### config.mk
export PLATFORM = sky130hd
export DESIGN_NAME = lof_monitor
export DESIGN_NICKNAME = d
export VERILOG_FILES = /design/src/rtl/lof_pkg.sv /design/src/rtl/lof_run_counter.sv /design/src/rtl/lof_clear_limit.sv /design/src/rtl/lof_flag.sv /design/src/rtl/lof_monitor.sv
export SDC_FILE = /design/constraint.sdc
export NUM_CORES = 1
export LEC_CHECK = 0
export CAP_MARGIN = 25
export CORE_AREA = 2 2 39 41
export DETAILED_ROUTE_END_ITERATION = 10
export DIE_AREA = 0 0 41 43
export DONT_BUFFER_PORTS = 1
export PLACE_DENSITY_LB_ADDON = 0.12
export SETUP_SLACK_MARGIN = 0.1
export SYNTH_ARGS = -nofsm -noshare
export SYNTH_HDL_FRONTEND = slang
export SYNTH_SLANG_ARGS = --single-unit
### constraint.sdc
create_clock -name clk -period 5.1 [get_ports clk]
set_clock_uncertainty 0.1 [all_clocks]
set_input_delay 1.275 -clock clk [delete_from_list [all_inputs] [get_ports clk]]
set_output_delay 1.275 -clock clk [all_outputs]
set_load 0.03 [all_outputs]
### src/rtl/lof_pkg.sv
package lof_pkg;

  // Outcome of one boundary as seen by the flag register
  typedef enum logic [1:0] {
    EV_HOLD  = 2'd0,
    EV_SET   = 2'd1,
    EV_CLEAR = 2'd2
  } lof_ev_t;

  function automatic int max3(input int a, input int b, input int c);
    int m;
    m = (a > b) ? a : b;
    return (m > c) ? m : c;
  endfunction

endpackage

### src/rtl/lof_run_counter.sv
// Saturating run counter: on a boundary it increments when hit=1 and
// returns to zero otherwise.
module lof_run_counter #(
  parameter int SAT_VAL = 24,
  parameter int CNT_W   = 5
) (
  input  logic             clk,
  input  logic             rst_n,
  input  logic             tick,
  input  logic             hit,
  output logic [CNT_W-1:0] run
);
  localparam logic [CNT_W-1:0] SAT = CNT_W'(SAT_VAL);

  logic [CNT_W-1:0] run_d;
  logic             run_en;

  assign run_en = tick;

  always_comb begin
    if (!hit)            run_d = '0;
    else if (run == SAT) run_d = SAT;
    else                 run_d = run + 1'b1;
  end

  always_ff @(posedge clk or negedge rst_n) begin
    if (!rst_n)      run <= '0;
    else if (run_en) run <= run_d;
  end
endmodule

### src/rtl/lof_clear_limit.sv
// Chooses the clear-run limit (last count before clearing) from the select.
module lof_clear_limit #(
  parameter int SLOW_FRAMES = 24,
  parameter int FAST_FRAMES = 8,
  parameter int CNT_W       = 5
) (
  input  logic             sel_fast,
  output logic [CNT_W-1:0] last_cnt
);
  localparam logic [CNT_W-1:0] SLOW_LAST = CNT_W'(SLOW_FRAMES - 1);
  localparam logic [CNT_W-1:0] FAST_LAST = CNT_W'(FAST_FRAMES - 1);

  generate
    if (SLOW_FRAMES == FAST_FRAMES) begin : g_same
      logic unused_sel;
      assign unused_sel = sel_fast;
      assign last_cnt   = SLOW_LAST;
    end else begin : g_mux
      assign last_cnt = sel_fast ? FAST_LAST : SLOW_LAST;
    end
  endgenerate
endmodule

### src/rtl/lof_flag.sv
// Hysteretic flag register with change pulse.
module lof_flag #(
  parameter int DECLARE_FRAMES = 24,
  parameter int CNT_W          = 5
) (
  input  logic             clk,
  input  logic             rst_n,
  input  logic             tick,
  input  logic             oof,
  input  logic [CNT_W-1:0] oof_run,
  input  logic [CNT_W-1:0] inf_run,
  input  logic [CNT_W-1:0] clr_last,
  output logic             flag,
  output logic             delta
);
  import lof_pkg::*;

  localparam logic [CNT_W-1:0] DECL_LAST = CNT_W'(DECLARE_FRAMES - 1);

  lof_ev_t ev;
  logic    flag_d;

  always_comb begin
    ev = EV_HOLD;
    if (tick) begin
      if (!flag && oof && (oof_run >= DECL_LAST))
        ev = EV_SET;
      else if (flag && !oof && (inf_run >= clr_last))
        ev = EV_CLEAR;
    end
  end

  always_comb begin
    case (ev)
      EV_SET:   flag_d = 1'b1;
      EV_CLEAR: flag_d = 1'b0;
      default:  flag_d = flag;
    endcase
  end

  always_ff @(posedge clk or negedge rst_n) begin
    if (!rst_n) begin
      flag  <= 1'b0;
      delta <= 1'b0;
    end else begin
      flag  <= flag_d;
      delta <= (ev != EV_HOLD);
    end
  end
endmodule

### src/rtl/lof_monitor.sv
module lof_monitor #(
  parameter int DECLARE_FRAMES    = 24,
  parameter int CLEAR_SLOW_FRAMES = 24,
  parameter int CLEAR_FAST_FRAMES = 8
) (
  input  logic clk,
  input  logic rst_n,
  input  logic frame_tick,
  input  logic oof,
  input  logic clr_sel,
  output logic lof,
  output logic lof_delta
);
  localparam int MAX_RUN = lof_pkg::max3(DECLARE_FRAMES, CLEAR_SLOW_FRAMES,
                                         CLEAR_FAST_FRAMES);
  localparam int CNT_W   = $clog2(MAX_RUN + 1);

  logic [CNT_W-1:0] oof_run;
  logic [CNT_W-1:0] inf_run;
  logic [CNT_W-1:0] clr_last;
  logic             inframe;

  assign inframe = ~oof;

  lof_run_counter #(.SAT_VAL(MAX_RUN), .CNT_W(CNT_W)) u_oof_run (
    .clk(clk), .rst_n(rst_n), .tick(frame_tick), .hit(oof), .run(oof_run)
  );

  lof_run_counter #(.SAT_VAL(MAX_RUN), .CNT_W(CNT_W)) u_inf_run (
    .clk(clk), .rst_n(rst_n), .tick(frame_tick), .hit(inframe), .run(inf_run)
  );

  lof_clear_limit #(
    .SLOW_FRAMES(CLEAR_SLOW_FRAMES),
    .FAST_FRAMES(CLEAR_FAST_FRAMES),
    .CNT_W(CNT_W)
  ) u_limit (
    .sel_fast(clr_sel), .last_cnt(clr_last)
  );

  lof_flag #(.DECLARE_FRAMES(DECLARE_FRAMES), .CNT_W(CNT_W)) u_flag (
    .clk(clk), .rst_n(rst_n), .tick(frame_tick), .oof(oof),
    .oof_run(oof_run), .inf_run(inf_run), .clr_last(clr_last),
    .flag(lof), .delta(lof_delta)
  );
endmodule

* After elaboration in Yosys (flattened, before gate mapping)
Cells that the tools add are included.
** Storage, ports and cells
- Bits in registers :: 12
- Bits of input ports :: 5
** Cells by class
- Equality and inequality tests :: 4
- Muxes and demuxes :: 9
- Reductions and logical operators :: 8
- $lt $le $gt $ge :: 2
- Add/sub/neg operators :: 2
** Operator list (count)
- $mux 5 :: 5
- $add 5x1->5 const B :: 2
- $eq 5x5->1 const B :: 2
- $mux 2 :: 3
- $ge 5x5->1 :: 1
- $ge 5x5->1 const B :: 1
- $logic_and 1x1->1 :: 4
- $reduce_bool 2->1 :: 2
- $eq 2x1->1 const B :: 1
- $eq 2x2->1 const B :: 1
- $logic_not 1->1 :: 2
- $pmux 1 s2 :: 1

* Depth between registers and ports, before layout
Gate-level depths: netlist of run 1.
- Depth after elaboration :: 8
- Mapped depth :: 7
- Gate-level depth less buffers :: 7

* Cells and area by module
From an unflattened synthesis of run 1, not the netlist that was laid out.
** Unflattened totals
- Cell total of the unflattened synthesis :: 92
- Area, all modules :: 833.3 µm²
** Modules (own cells, without submodules)
- lof_run_counter :: cells each 27, sequential area each 125.1 µm², instances 2, area each 269.0 µm²
- lof_flag :: cells each 30, sequential area each 50.0 µm², instances 1, area each 250.2 µm²
- lof_clear_limit :: cells each 7, sequential area each 0.0 µm², instances 1, area each 41.3 µm²
- lof_monitor :: cells each 1, sequential area each 0.0 µm², instances 1, area each 3.8 µm²

* Worst setup path after synthesis of run 1
No wires, ideal clock.
- Path kind :: input to register
- Start :: input port clr_sel
- End :: register u_flag.flag
- Data arrival time :: 2214 ps
- Setup time :: 120 ps
- Buffers on the path :: 0
- Stages :: 7
- Path slack :: 2665 ps
- Data required time :: 4880 ps
- Cell sequence :: ha_1 o21ai_0 nor2_1 o211ai_1 ha_1 nor2_1 a21oi_1
** Between the ends
- Word-level cells in the longest chain between the ends :: 8
- Elaborated cells on any way between the ends :: 10
- Those cells by class :: order compare: 1; eq/ne: 2; mux: 5; reduce/logical: 2
** Ends and longest elaborated chain
- from (decl) :: RTL line lof_monitor.sv:10 : input logic clr_sel,
- $mux 5 (*) :: RTL line lof_clear_limit.sv:19 : assign last_cnt = sel_fast ? FAST_LAST : SLOW_LAST;
- $ge 5x5->1 (*) :: RTL line lof_flag.sv:28 : else if (flag && !oof && (inf_run >= clr_last))
- $logic_and 1x1->1 (*) :: RTL line lof_flag.sv:28
- $mux 2 (*) :: RTL line lof_flag.sv:28
- $mux 2 (*) :: RTL line lof_flag.sv:26 : if (!flag && oof && (oof_run >= DECL_LAST))
- $mux 2 (*) :: RTL line lof_flag.sv:25 : if (tick) begin
- $eq 2x2->1 / $eq 2x1->1 (equally long branches) :: RTL line lof_flag.sv:34 : case (ev)
- $pmux 1 s2 / $reduce_bool 2->1 (equally long branches)
- to (signal assigned) :: RTL line lof_flag.sv:46 : flag <= flag_d;
- to (decl) :: RTL line lof_flag.sv:13 : output logic flag,
Every way passes the cells marked *; elsewhere a longest branch is shown, timed or not.
A chain may end at the register's enable or synchronous reset.

* Final worst setup path of run 1
Same ends and word-level chain as after synthesis.

==> impl_results.md, run 1 <==
- Sequential share of power: 0.591
- Largest net degree at the start of global routing: 16
- First DRT Iteration DRCs: 17
- Design Power: 0.230 mW
- Initial Util: 0.511
- First-pass GRT wire length: 2260 microns
- Clk sinks: 12
- Multi-input gate area: 370 sq um
- Power Internal: 0.153 mW
- Die X: 41 microns
- Tmin final: 2320 ps
- CTS Root Cell: clkbuf_4
- Commonest non-fill, non-tap cell in the layout: dfrtp_1
- All-Layer GR Usage: 0.192
- Post-Layout Inst Area: 739 sq um
- Vias in the first global route: 528
- Hpwl dp: 977 microns
- Worst EP required: 5180 ps
- Yosys top cell area share: 0.425
- # H-tree levels: 1
- Port-buffer cells: 0
- Detailed Route WL: 1340 microns
- CP Launch Type: primary input
- Drt wl/cell: 14.7 microns
- CP Max Fanout: 2
- Maximum root-to-sink buffer count: 2
- Area grow syn2layout: 4.60%
- Hold Fails Final Rpt: 0
- Period Utilization, post-route: 0.455
- Pre-antenna DRT Iters: 4
- P_leak: 0.366 nW
- Total setup buffers inserted after CTS: 0
- Critical path arrival: 2400 ps
- Top area cells in the synthesized netlist: dfrtp_1 42%, ha_1 12%, o21ai_0 7.1%
- Max Clk Rate: 431 MHz
- # IOs: 7
- CP peak stage delay: 320 ps
- Clk Latency, worst-skew pair: 270 ps
- CP cell instances: ha_1, o21ai_0, nor2_1, o211ai_1, ha_1, nor2_1, a21oi_1
- Yosys warning total: 0
- RSZ-0062 raised after global routing: false
- Pins Over Slew Limit: 0
- Area after DPL: 717 sq um
- Power share of the combinational group: 0.150
- CTS Hold Bufs: 0
- GRT overflow: 0
- Core area: 1380 sq um
- Fill cells: 119
- Syn nets: 86
- GP Congestion: 0.772
- Endpoint class of the critical path: flip-flop
- Clock Pin Slew Worst Setup and Hold Paths: 80 ps
- Mapped Area: 707 sq um
- Vias: 549
- Most frequent cells in the layout: 12 x dfrtp_1, 10 x o21ai_0, 9 x nand3_1, 7 x inv_1, 7 x ha_1
- Remaining antenna violation count: 0
- Ant diodes: 0
- Final setup vio count: 0
- Mean post-synth cell area: 9.55 sq um
- WS Path Type: in2reg
- Worst path slowest cell: ha_1
- Fin nets: 89
- Synth Instances: 74
- P_sw: 0.0771 mW
- Max-Cap Viols: 0
- CTS Buf Count: 3
- Resized cells post-CTS: 0
- Register area share after synthesis: 0.425
- Initial antenna violation count: 0
- Setup TNS: 0 ps
- Outcome: completed
- Clock network fraction of design power: 0.259
- Switching share of total power: 0.335
- Synth area leader: dfrtp_1
- Power per Cell Area: 311 nW/um^2
- DR DRC count: 0
- Worst slew pin tran: 403 ps
- Maximum vdd drop: 143 uV
- CTS tree: yes
- Max-slew headroom: 0.732
- Die Height: 43 microns
- Share of layout cells above drive strength 1: 0.0400
- FF+latch area: 300 sq um
- Seq cells post-synth: 12
- DR vias/cell: 6.03
- Full die area: 1760 sq um
- Netlist cell types: 26
- Cell Rows: 14
- Hold crit path type: reg2reg
[worst paths after layout]
path / start / to / slack [ps] / depth (start not counted)
hold / removal: u_inf_run.run[4] / u_inf_run.run[4] / 440 / 1
setup reg to reg: u_oof_run.run[1] / u_flag.flag / 3060 / 7
min in group asynchronous: rst_n / u_oof_run.run[3] / 590 / 0
hold reg to reg: u_inf_run.run[4] / u_inf_run.run[4] / 440 / 1
setup / recovery: clr_sel / u_flag.flag / 2780 / 7
max in group asynchronous: rst_n / u_oof_run.run[2] / 4240 / 0
[cell usage after synthesis, drive strengths merged]
master / instances
inv: 7
o211ai: 1
o221ai: 1
a211o: 1
a31oi: 1
a21o: 1
nand3: 9
and2b: 2
o2bb2ai: 1
nor2: 2
and3: 1
or4: 1
o21ai: 10
a211oi: 1
o211a: 1
ha: 7
dfrtp: 12
buf: 2
nor2b: 1
mux2i: 2
nand3b: 1
nor3: 1
nand2: 2
nand4: 2
nand4b: 2
a21oi: 2
[state kept, by name (all words and copies together) (netlist names)]
signal         count
u_oof_run.run      5
u_inf_run.run      5
u_flag.delta       1
u_flag.flag        1
[worst max-delay path: cells and delay by family]
kind,cells,cell delay [ps]
compound gates,3,370
fa+ha+maj,2,570
simple gates,2,190
[routing by layer]
layer,vias to the layer above,wire length (microns),global-route usage
met4,0,10,0.0800
met2,19,630,0.288
met1,254,625,0.262
met5,-,0,0
li1,274,-,-
met3,2,67,0.0366
[cell type report]
| cell class | count | area share |
|---|---|---|
| multi-input combinational | 53 | 0.501 |
| tap | 16 | 0.0271 |
| sequential | 12 | 0.406 |
| clock buffer | 3 | 0.0305 |
| inverter | 7 | 0.0355 |
[power by group through the flow]
stage	Sequential [mW]	Combinational [mW]	Clock (mW)
3_3_place_gp	0.136	0.0315	0
5_1_grt	0.139	0.0408	0.0639
6_report	0.136	0.0344	0.0596
2_1_floorplan	0.132	0.0299	0
4_1_cts	0.136	0.0345	0.0603
3_5_place_dp	0.138	0.0344	0
[metrics by stage]
| stage | utilization | cells | setup WS (ps) | hold WS (ps) |
|---|---|---|---|---|
| after global routing | 0.534 | 91 | 2710 | 505 |
| after global placement | 0.518 | 88 | 2640 | 432 |
| after CTS | 0.534 | 91 | 2780 | 445 |
| after floorplan | - | 74 | 2670 | 376 |
| final | 0.534 | 91 | 2780 | 439 |
| after detailed placement | 0.518 | 88 | 2500 | 435 |
[cell families after synthesis]
| family | share of synthesized area |
|---|---|
| flip-flops | 0.425 |
| multiplexers | 0.0283 |
| buffers and inverters | 0.0513 |
| AND/OR/NAND/NOR | 0.195 |
| adder cells (fa/ha/maj) | 0.124 |
| AO/OA/AOI/OAI | 0.177 |
Power figures use the tool's default switching activity.
==> run 2, diff against run 1 <==
--- a/config.mk
+++ b/config.mk
@@ -6,9 +6,9 @@
 export NUM_CORES = 1
 export LEC_CHECK = 0
 export CAP_MARGIN = 25
-export CORE_AREA = 2 2 39 41
+export CORE_MARGIN = 1.5
+export CORE_UTILIZATION = 53
 export DETAILED_ROUTE_END_ITERATION = 10
-export DIE_AREA = 0 0 41 43
 export DONT_BUFFER_PORTS = 1
 export PLACE_DENSITY_LB_ADDON = 0.12
 export SETUP_SLACK_MARGIN = 0.1
==> constraint.sdc (replaced) <==
create_clock -name clk -period 2.1 [get_ports clk]
set_clock_uncertainty 0.1 [all_clocks]
set_input_delay 0.525 -clock clk [delete_from_list [all_inputs] [get_ports clk]]
set_output_delay 0.525 -clock clk [all_outputs]
set_load 0.03 [all_outputs]
==> run 2 against run 1 <==
Sequential cell count stayed put. Critical path depth stayed put. Global-route usage is 0.84 points higher. Utilization is 13 points higher. Final area is 4.6% higher. Sequential power is 130% higher. Routed wire length is 3.9% lower. Largest cell class unchanged. Largest power group unchanged.
==> impl_results.md, run 2 (synthesis results as in run 1) <==
- Vias: 557 (was 549)
- Final core utilization: 0.660 (was 0.534)
- CP Launch Type: flip-flop (was primary input)
- RSZ-0062 raised after global routing: false (unchanged)
- GP Congestion: 0.840 (was 0.772)
- # IOs: 7 (unchanged)
- Total setup buffers inserted after CTS: 0 (unchanged)
- P_sw: 0.184 mW (was 0.0771 mW)
- Fin nets: 91 (was 89)
- Post-Layout Inst Area: 773 sq um (was 739 sq um)
- CTS Root Cell: clkbuf_4 (unchanged)
- CTS tree: yes (unchanged)
- All-Layer GR Usage: 0.201 (was 0.192)
- First-pass GRT wire length: 2070 microns (was 2260 microns)
- Core area: 1170 sq um (was 1380 sq um)
- Clock network fraction of design power: 0.239 (was 0.259)
- Drt wl/cell: 14.1 microns (was 14.7 microns)
- Pins Over Slew Limit: 0 (unchanged)
- Remaining antenna violation count: 0 (unchanged)
- Die X: 39.5 microns (was 41 microns)
- Endpoint class of the critical path: flip-flop (unchanged)
- Post-route worst setup slack: 221 ps (was 2780 ps)
- First DRT Iteration DRCs: 9 (was 17)
- DR DRC count: 0 (unchanged)
- Ant diodes: 0 (unchanged)
- Max Clk Rate: 532 MHz
- CP Max Fanout: 4 (was 2)
- CTS Buf Count: 3 (unchanged)
- Dpl ws: 130 ps (was 2500 ps)
- Period Utilization, post-route: 0.895
- Placed insts: 87 (was 88)
- Clock Pin Slew Worst Setup and Hold Paths: 70 ps (was 80 ps)
- Hold crit path type: in2reg (was reg2reg)
- Non-filler cells, final: 91 (unchanged)
- DR vias/cell: 6.12 (was 6.03)
- Power Internal: 0.386 mW (was 0.153 mW)
- Clk Latency, worst-skew pair: 260 ps (was 270 ps)
- Share of layout cells above drive strength 1: 0.104 (was 0.0400)
- Maximum root-to-sink buffer count: 2 (unchanged)
- Area after DPL: 722 sq um (was 717 sq um)
- P_leak: 0.373 nW (was 0.366 nW)
- # H-tree levels: 1 (unchanged)
- Hpwl dp: 915 microns (was 977 microns)
- Outcome: completed (unchanged)
- Initial antenna violation count: 0 (unchanged)
- Clk sinks: 12 (unchanged)
- Power share of the combinational group: 0.224 (was 0.150)
- Worst EP required: 2150 ps (was 5180 ps)
- Design Power: 0.570 mW (was 0.230 mW)
- Most frequent cells in the layout: 10 x o21ai_0, 10 x dfrtp_1, 9 x nand3_1, 7 x inv_1, 6 x ha_1 (was 12 x dfrtp_1, 10 x o21ai_0, 9 x nand3_1, 7 x inv_1, 7 x ha_1)
- Final setup vio count: 0 (unchanged)
- Critical path arrival: 1930 ps (was 2400 ps)
- Max-Cap Viols: 0 (unchanged)
- Cell Rows: 12 (was 14)
- Detailed Route WL: 1280 microns (was 1340 microns)
- Hold Fails Final Rpt: 0 (unchanged)
- Full die area: 1560 sq um (was 1760 sq um)
- Setup TNS: 0 ps (unchanged)
- Area grow syn2layout: 9.38% (was 4.60%)
- GRT overflow: 0 (unchanged)
- Largest net degree at the start of global routing: 16 (unchanged)
- Worst Hold Margin: 244 ps (was 439 ps)
- Vias in the first global route: 471 (was 528)
- Pre-antenna DRT Iters: 4 (unchanged)
- WS Path Type: reg2reg (was in2reg)
- Die Height: 39.5 microns (was 43 microns)
- Switching share of total power: 0.323 (was 0.335)
- Tmin final: 1880 ps
- Largest regs: u_inf_run.run: 5 flops, u_oof_run.run: 5 flops (unchanged)
- Worst slew pin tran: 583 ps (was 403 ps)
- Initial Util: 0.604 (was 0.511)
- Port-buffer cells: 0 (unchanged)
- Maximum vdd drop: 475 uV (was 143 uV)
- Max-slew headroom: 0.610 (was 0.732)
- Fill cells: 99 (was 119)
- Power per Cell Area: 738 nW/um^2 (was 311 nW/um^2)
- Sequential share of power: 0.537 (was 0.591)
==> run 2: cell count changes in the layout (fill, tap and decap cells not counted) <==
| cell | previous run | this run |
|---|---|---|
| ha_1 | 7 | 6 |
| or4_4 | 0 | 1 |
| or4_1 | 1 | 0 |
| buf_4 | 0 | 1 |
| dfrtp_2 | 0 | 2 |
| dlygate4sd3_1 | 0 | 1 |
| ha_4 | 0 | 1 |
| dfrtp_1 | 12 | 10 |
==> run 2: path summary, 6_finish.rpt <==
kind	start	to	slack, ps	cells after the start
max reg2reg	u_oof_run.run[0]	u_flag.flag	220	7
min reg2reg	u_inf_run.run[4]	u_inf_run.run[4]	440	1
max	u_oof_run.run[0]	u_flag.flag	220	7
max in group asynchronous	rst_n	u_oof_run.run[1]	890	1
min	frame_tick	u_oof_run.run[0]	240	1
min in group asynchronous	rst_n	u_inf_run.run[4]	600	1
==> run 2: final cells by class <==
cell class,instances,area (sq um),area share
clock buffers,3,22.5,0.0291
repair buffers,2,17.5,0.0227
flip-flops and latches,12,303,0.392
well taps,14,17.5,0.0227
multi-input cells,53,387,0.500
inverters,7,26.3,0.0340
==> run 2: power groups by stage <==
| stage | clock, mW | sequential (mW) | combinational [mW] |
|---|---|---|---|
| 3_5_place_dp | 0 | 0.306 | 0.121 |
| 3_3_place_gp | 0 | 0.305 | 0.118 |
| 2_1_floorplan | 0 | 0.321 | 0.0727 |
| 6_report | 0.136 | 0.306 | 0.128 |
| 4_1_cts | 0.143 | 0.302 | 0.127 |
| 5_1_grt | 0.156 | 0.313 | 0.145 |
==> run 2: what timing repair did <==
item	4_1_cts	5_1_grt
hold endpoints to repair	12	0
hold buffers	1	0
setup endpoints to repair	0	1
resized for setup	0	5
==> run 2: per-layer routing <==
layer | up-vias | global-route usage | wire (microns)
met4 | 0 | 0.0776 | 11
met2 | 11 | 0.299 | 542
li1 | 281 | - | -
met1 | 263 | 0.288 | 676
met3 | 2 | 0.0284 | 53
met5 | - | 0 | 0
==> run 2: critical path, stage by stage (launching register included) <==
cell	delay [ps]
dfrtp_2	410
ha_4	160
a21o_1	80
a21oi_1	60
or4_4	490
ha_1	330
nor2_1	100
a21oi_1	40
==> run 3, diff against run 2 <==
==> constraint.sdc (replaced) <==
create_clock -name clk -period 1.6 [get_ports clk]
set_clock_uncertainty 0.1 [all_clocks]
set_input_delay 0.4 -clock clk [delete_from_list [all_inputs] [get_ports clk]]
set_output_delay 0.4 -clock clk [all_outputs]
set_load 0.03 [all_outputs]
==> run 3 against run 2 <==
The run now ends with negative setup slack left. Cell count is 16% higher. Via count up 8.8%. Sequential power grew 25%. Routed wire length rose by 25%. Power up 50%. First-iteration DRC count is 78% higher.
==> impl_results.md, run 3 (synthesis results as in run 1) <==
- First-pass GRT wire length: 2560 microns (was 2070 microns)
- GRT overflow: 0 (unchanged)
- Failing checks: negative setup slack
- Maximum root-to-sink buffer count: 2 (unchanged)
- First DRT Iteration DRCs: 16 (was 9)
- Detailed Route WL: 1610 microns (was 1280 microns)
- Cell Rows: 12 (unchanged)
- # IOs: 7 (unchanged)
- Max-Cap Viols: 0 (unchanged)
- CP peak stage delay: 450 ps (was 490 ps)
- Hold Fails Final Rpt: 0 (unchanged)
- CTS tree: yes (unchanged)
- Clk sinks: 12 (unchanged)
- Area after DPL: 830 sq um (was 722 sq um)
- Hold crit path type: in2reg (unchanged)
- Hpwl dp: 1110 microns (was 915 microns)
- Core area: 1170 sq um (unchanged)
- Final setup vio count: 1 (was 0)
- Vias in the first global route: 578 (was 471)
- Drt wl/cell: 15.2 microns (was 14.1 microns)
- Largest net degree at the start of global routing: 16 (unchanged)
- Most frequent cells in the layout: 14 x buf_4, 12 x dfrtp_1, 10 x o21ai_0, 9 x nand3_1, 6 x inv_1 (was 10 x o21ai_0, 10 x dfrtp_1, 9 x nand3_1, 7 x inv_1, 6 x ha_1)
- Outcome: finished with violations (was completed)
- Largest regs: u_inf_run.run: 5 flops, u_oof_run.run: 5 flops (unchanged)
- Die X: 39.5 microns (unchanged)
- # H-tree levels: 1 (unchanged)
- Commonest non-fill, non-tap cell in the layout: buf_4
- CP cell instances: ha_2, a21o_1, a21oi_2, or4_4, ha_4, nor2_2, a21oi_1 (was ha_4, a21o_1, a21oi_1, or4_4, ha_1, nor2_1, a21oi_1)
- Final core utilization: 0.777 (was 0.660)
- Max Clk Rate: 559 MHz (was 532 MHz)
- Worst path slowest cell: or4_4 (unchanged)
- Cell family with most CP delay: adder cells (was simple AND/OR/NAND/NOR gates)
- P_leak: 0.453 nW (was 0.373 nW)
- Bufs and invs on worst path: 0 (unchanged)
- Critical path arrival: 1890 ps (was 1930 ps)
- Power per Cell Area: 938 nW/um^2 (was 738 nW/um^2)
- CTS Root Cell: clkbuf_4 (unchanged)
- Area grow syn2layout: 28.7% (was 9.38%)
- Fin nets: 106 (was 91)
- WS Path Type: reg2reg (unchanged)
- Worst Hold Margin: 93.9 ps (was 244 ps)
- Initial antenna violation count: 0 (unchanged)
- Vias: 606 (was 557)
- Post-Layout Inst Area: 910 sq um (was 773 sq um)
- Initial Util: 0.604 (unchanged)
- Worst slew pin tran: 566 ps (was 583 ps)
- Clock Pin Slew Worst Setup and Hold Paths: 80 ps (was 70 ps)
- Worst EP required: 1710 ps (was 2150 ps)
- Remaining antenna violation count: 0 (unchanged)
- Tmin final: 1790 ps (was 1880 ps)
- Design Power: 0.853 mW (was 0.570 mW)
- Die Height: 39.5 microns (unchanged)
- Ant diodes: 0 (unchanged)
- Full die area: 1560 sq um (unchanged)
- Max-slew headroom: 0.622 (was 0.610)
- Pins Over Slew Limit: 0 (unchanged)
- Endpoint class of the critical path: flip-flop (unchanged)
- All-Layer GR Usage: 0.257 (was 0.201)
- Port-buffer cells: 0 (unchanged)
- DR DRC count: 0 (unchanged)
- Maximum vdd drop: 636 uV (was 475 uV)
- Clk Latency, worst-skew pair: 280 ps (was 260 ps)
- RSZ-0062 raised after global routing: true (was false)
- Setup TNS: -189 ps (was 0 ps)
- Period Utilization, post-route: 1.12 (was 0.895)
- GP Congestion: 0.827 (was 0.840)
- CP Launch Type: flip-flop (unchanged)
- CTS Buf Count: 3 (unchanged)
- DR vias/cell: 5.72 (was 6.12)
- Share of layout cells above drive strength 1: 0.304 (was 0.104)
- Pre-antenna DRT Iters: 4 (unchanged)
- CP Max Fanout: 3 (was 4)
- Post-route worst setup slack: -189 ps (was 221 ps)
run 3: changes by cell type in the layout (fill, tap and decap cells not counted), moves of 2 or more:
cell	delta
ha_1	-3
buf_4	+13
dfrtp_2	-2
dfrtp_1	+2
buf_6	+2
ha_2	+3
run 3: metrics by stage:
| step | cells | worst slack [ps] |
|---|---|---|
| floorplan | 74 | -143 |
| global placement | 101 | -126 |
| detailed placement | 101 | -215 |
| CTS | 106 | -170 |
| global route | 106 | -228 |
| finish | 106 | -189 |
run 3: layer usage:
metal / vias to the layer above / track usage / share of wire
met5: - / 0 / 0
met4: 0 / 0.155 / 0.025
met3: 4 / 0.0341 / 0.035
met1: 278 / 0.343 / 0.49
li1: 311 / - / -
met2: 13 / 0.389 / 0.45
run 3: worst paths after layout:
| path | start | endpoint | slack (ps) | cells past startpoint |
|---|---|---|---|---|
| max | u_oof_run.run[1] | u_flag.flag | -190 | 7 |
| min | oof | u_inf_run.run[3] | 90 | 1 |
| max reg2reg | u_oof_run.run[1] | u_flag.flag | -190 | 7 |
| min reg2reg | u_inf_run.run[4] | u_inf_run.run[4] | 500 | 2 |
| max in group asynchronous | rst_n | u_inf_run.run[0] | 580 | 1 |
| min in group asynchronous | rst_n | u_oof_run.run[4] | 450 | 1 |
run 3: layout make-up:
class | instances | area (sq um)
Multi-Input combinational cell | 53 | 405
Timing Repair Buffer | 17 | 138
Fill cell | 81 | 262
Tap cell | 14 | 17.5
Clock buffer | 3 | 22.5
Inverter | 7 | 26.3
Sequential cell | 12 | 300
run 3: power breakdown:
part	internal, mW	switching [mW]	total, mW	leakage [nW]
logic	0.133	0.141	0.274	0.280
registers	0.347	0.0343	0.381	0.159
clock network	0.0874	0.111	0.198	0.0138
run 3: timing repair:
item | CTS | global route
gates cloned | 0 | 0
hold endpoints to repair | 12 | 0
hold buffers | 1 | 0
resized for setup | 9 | 1
setup endpoints to repair | 2 | 2
pin swaps | 3 | 1
buffers inserted | 1 | 0
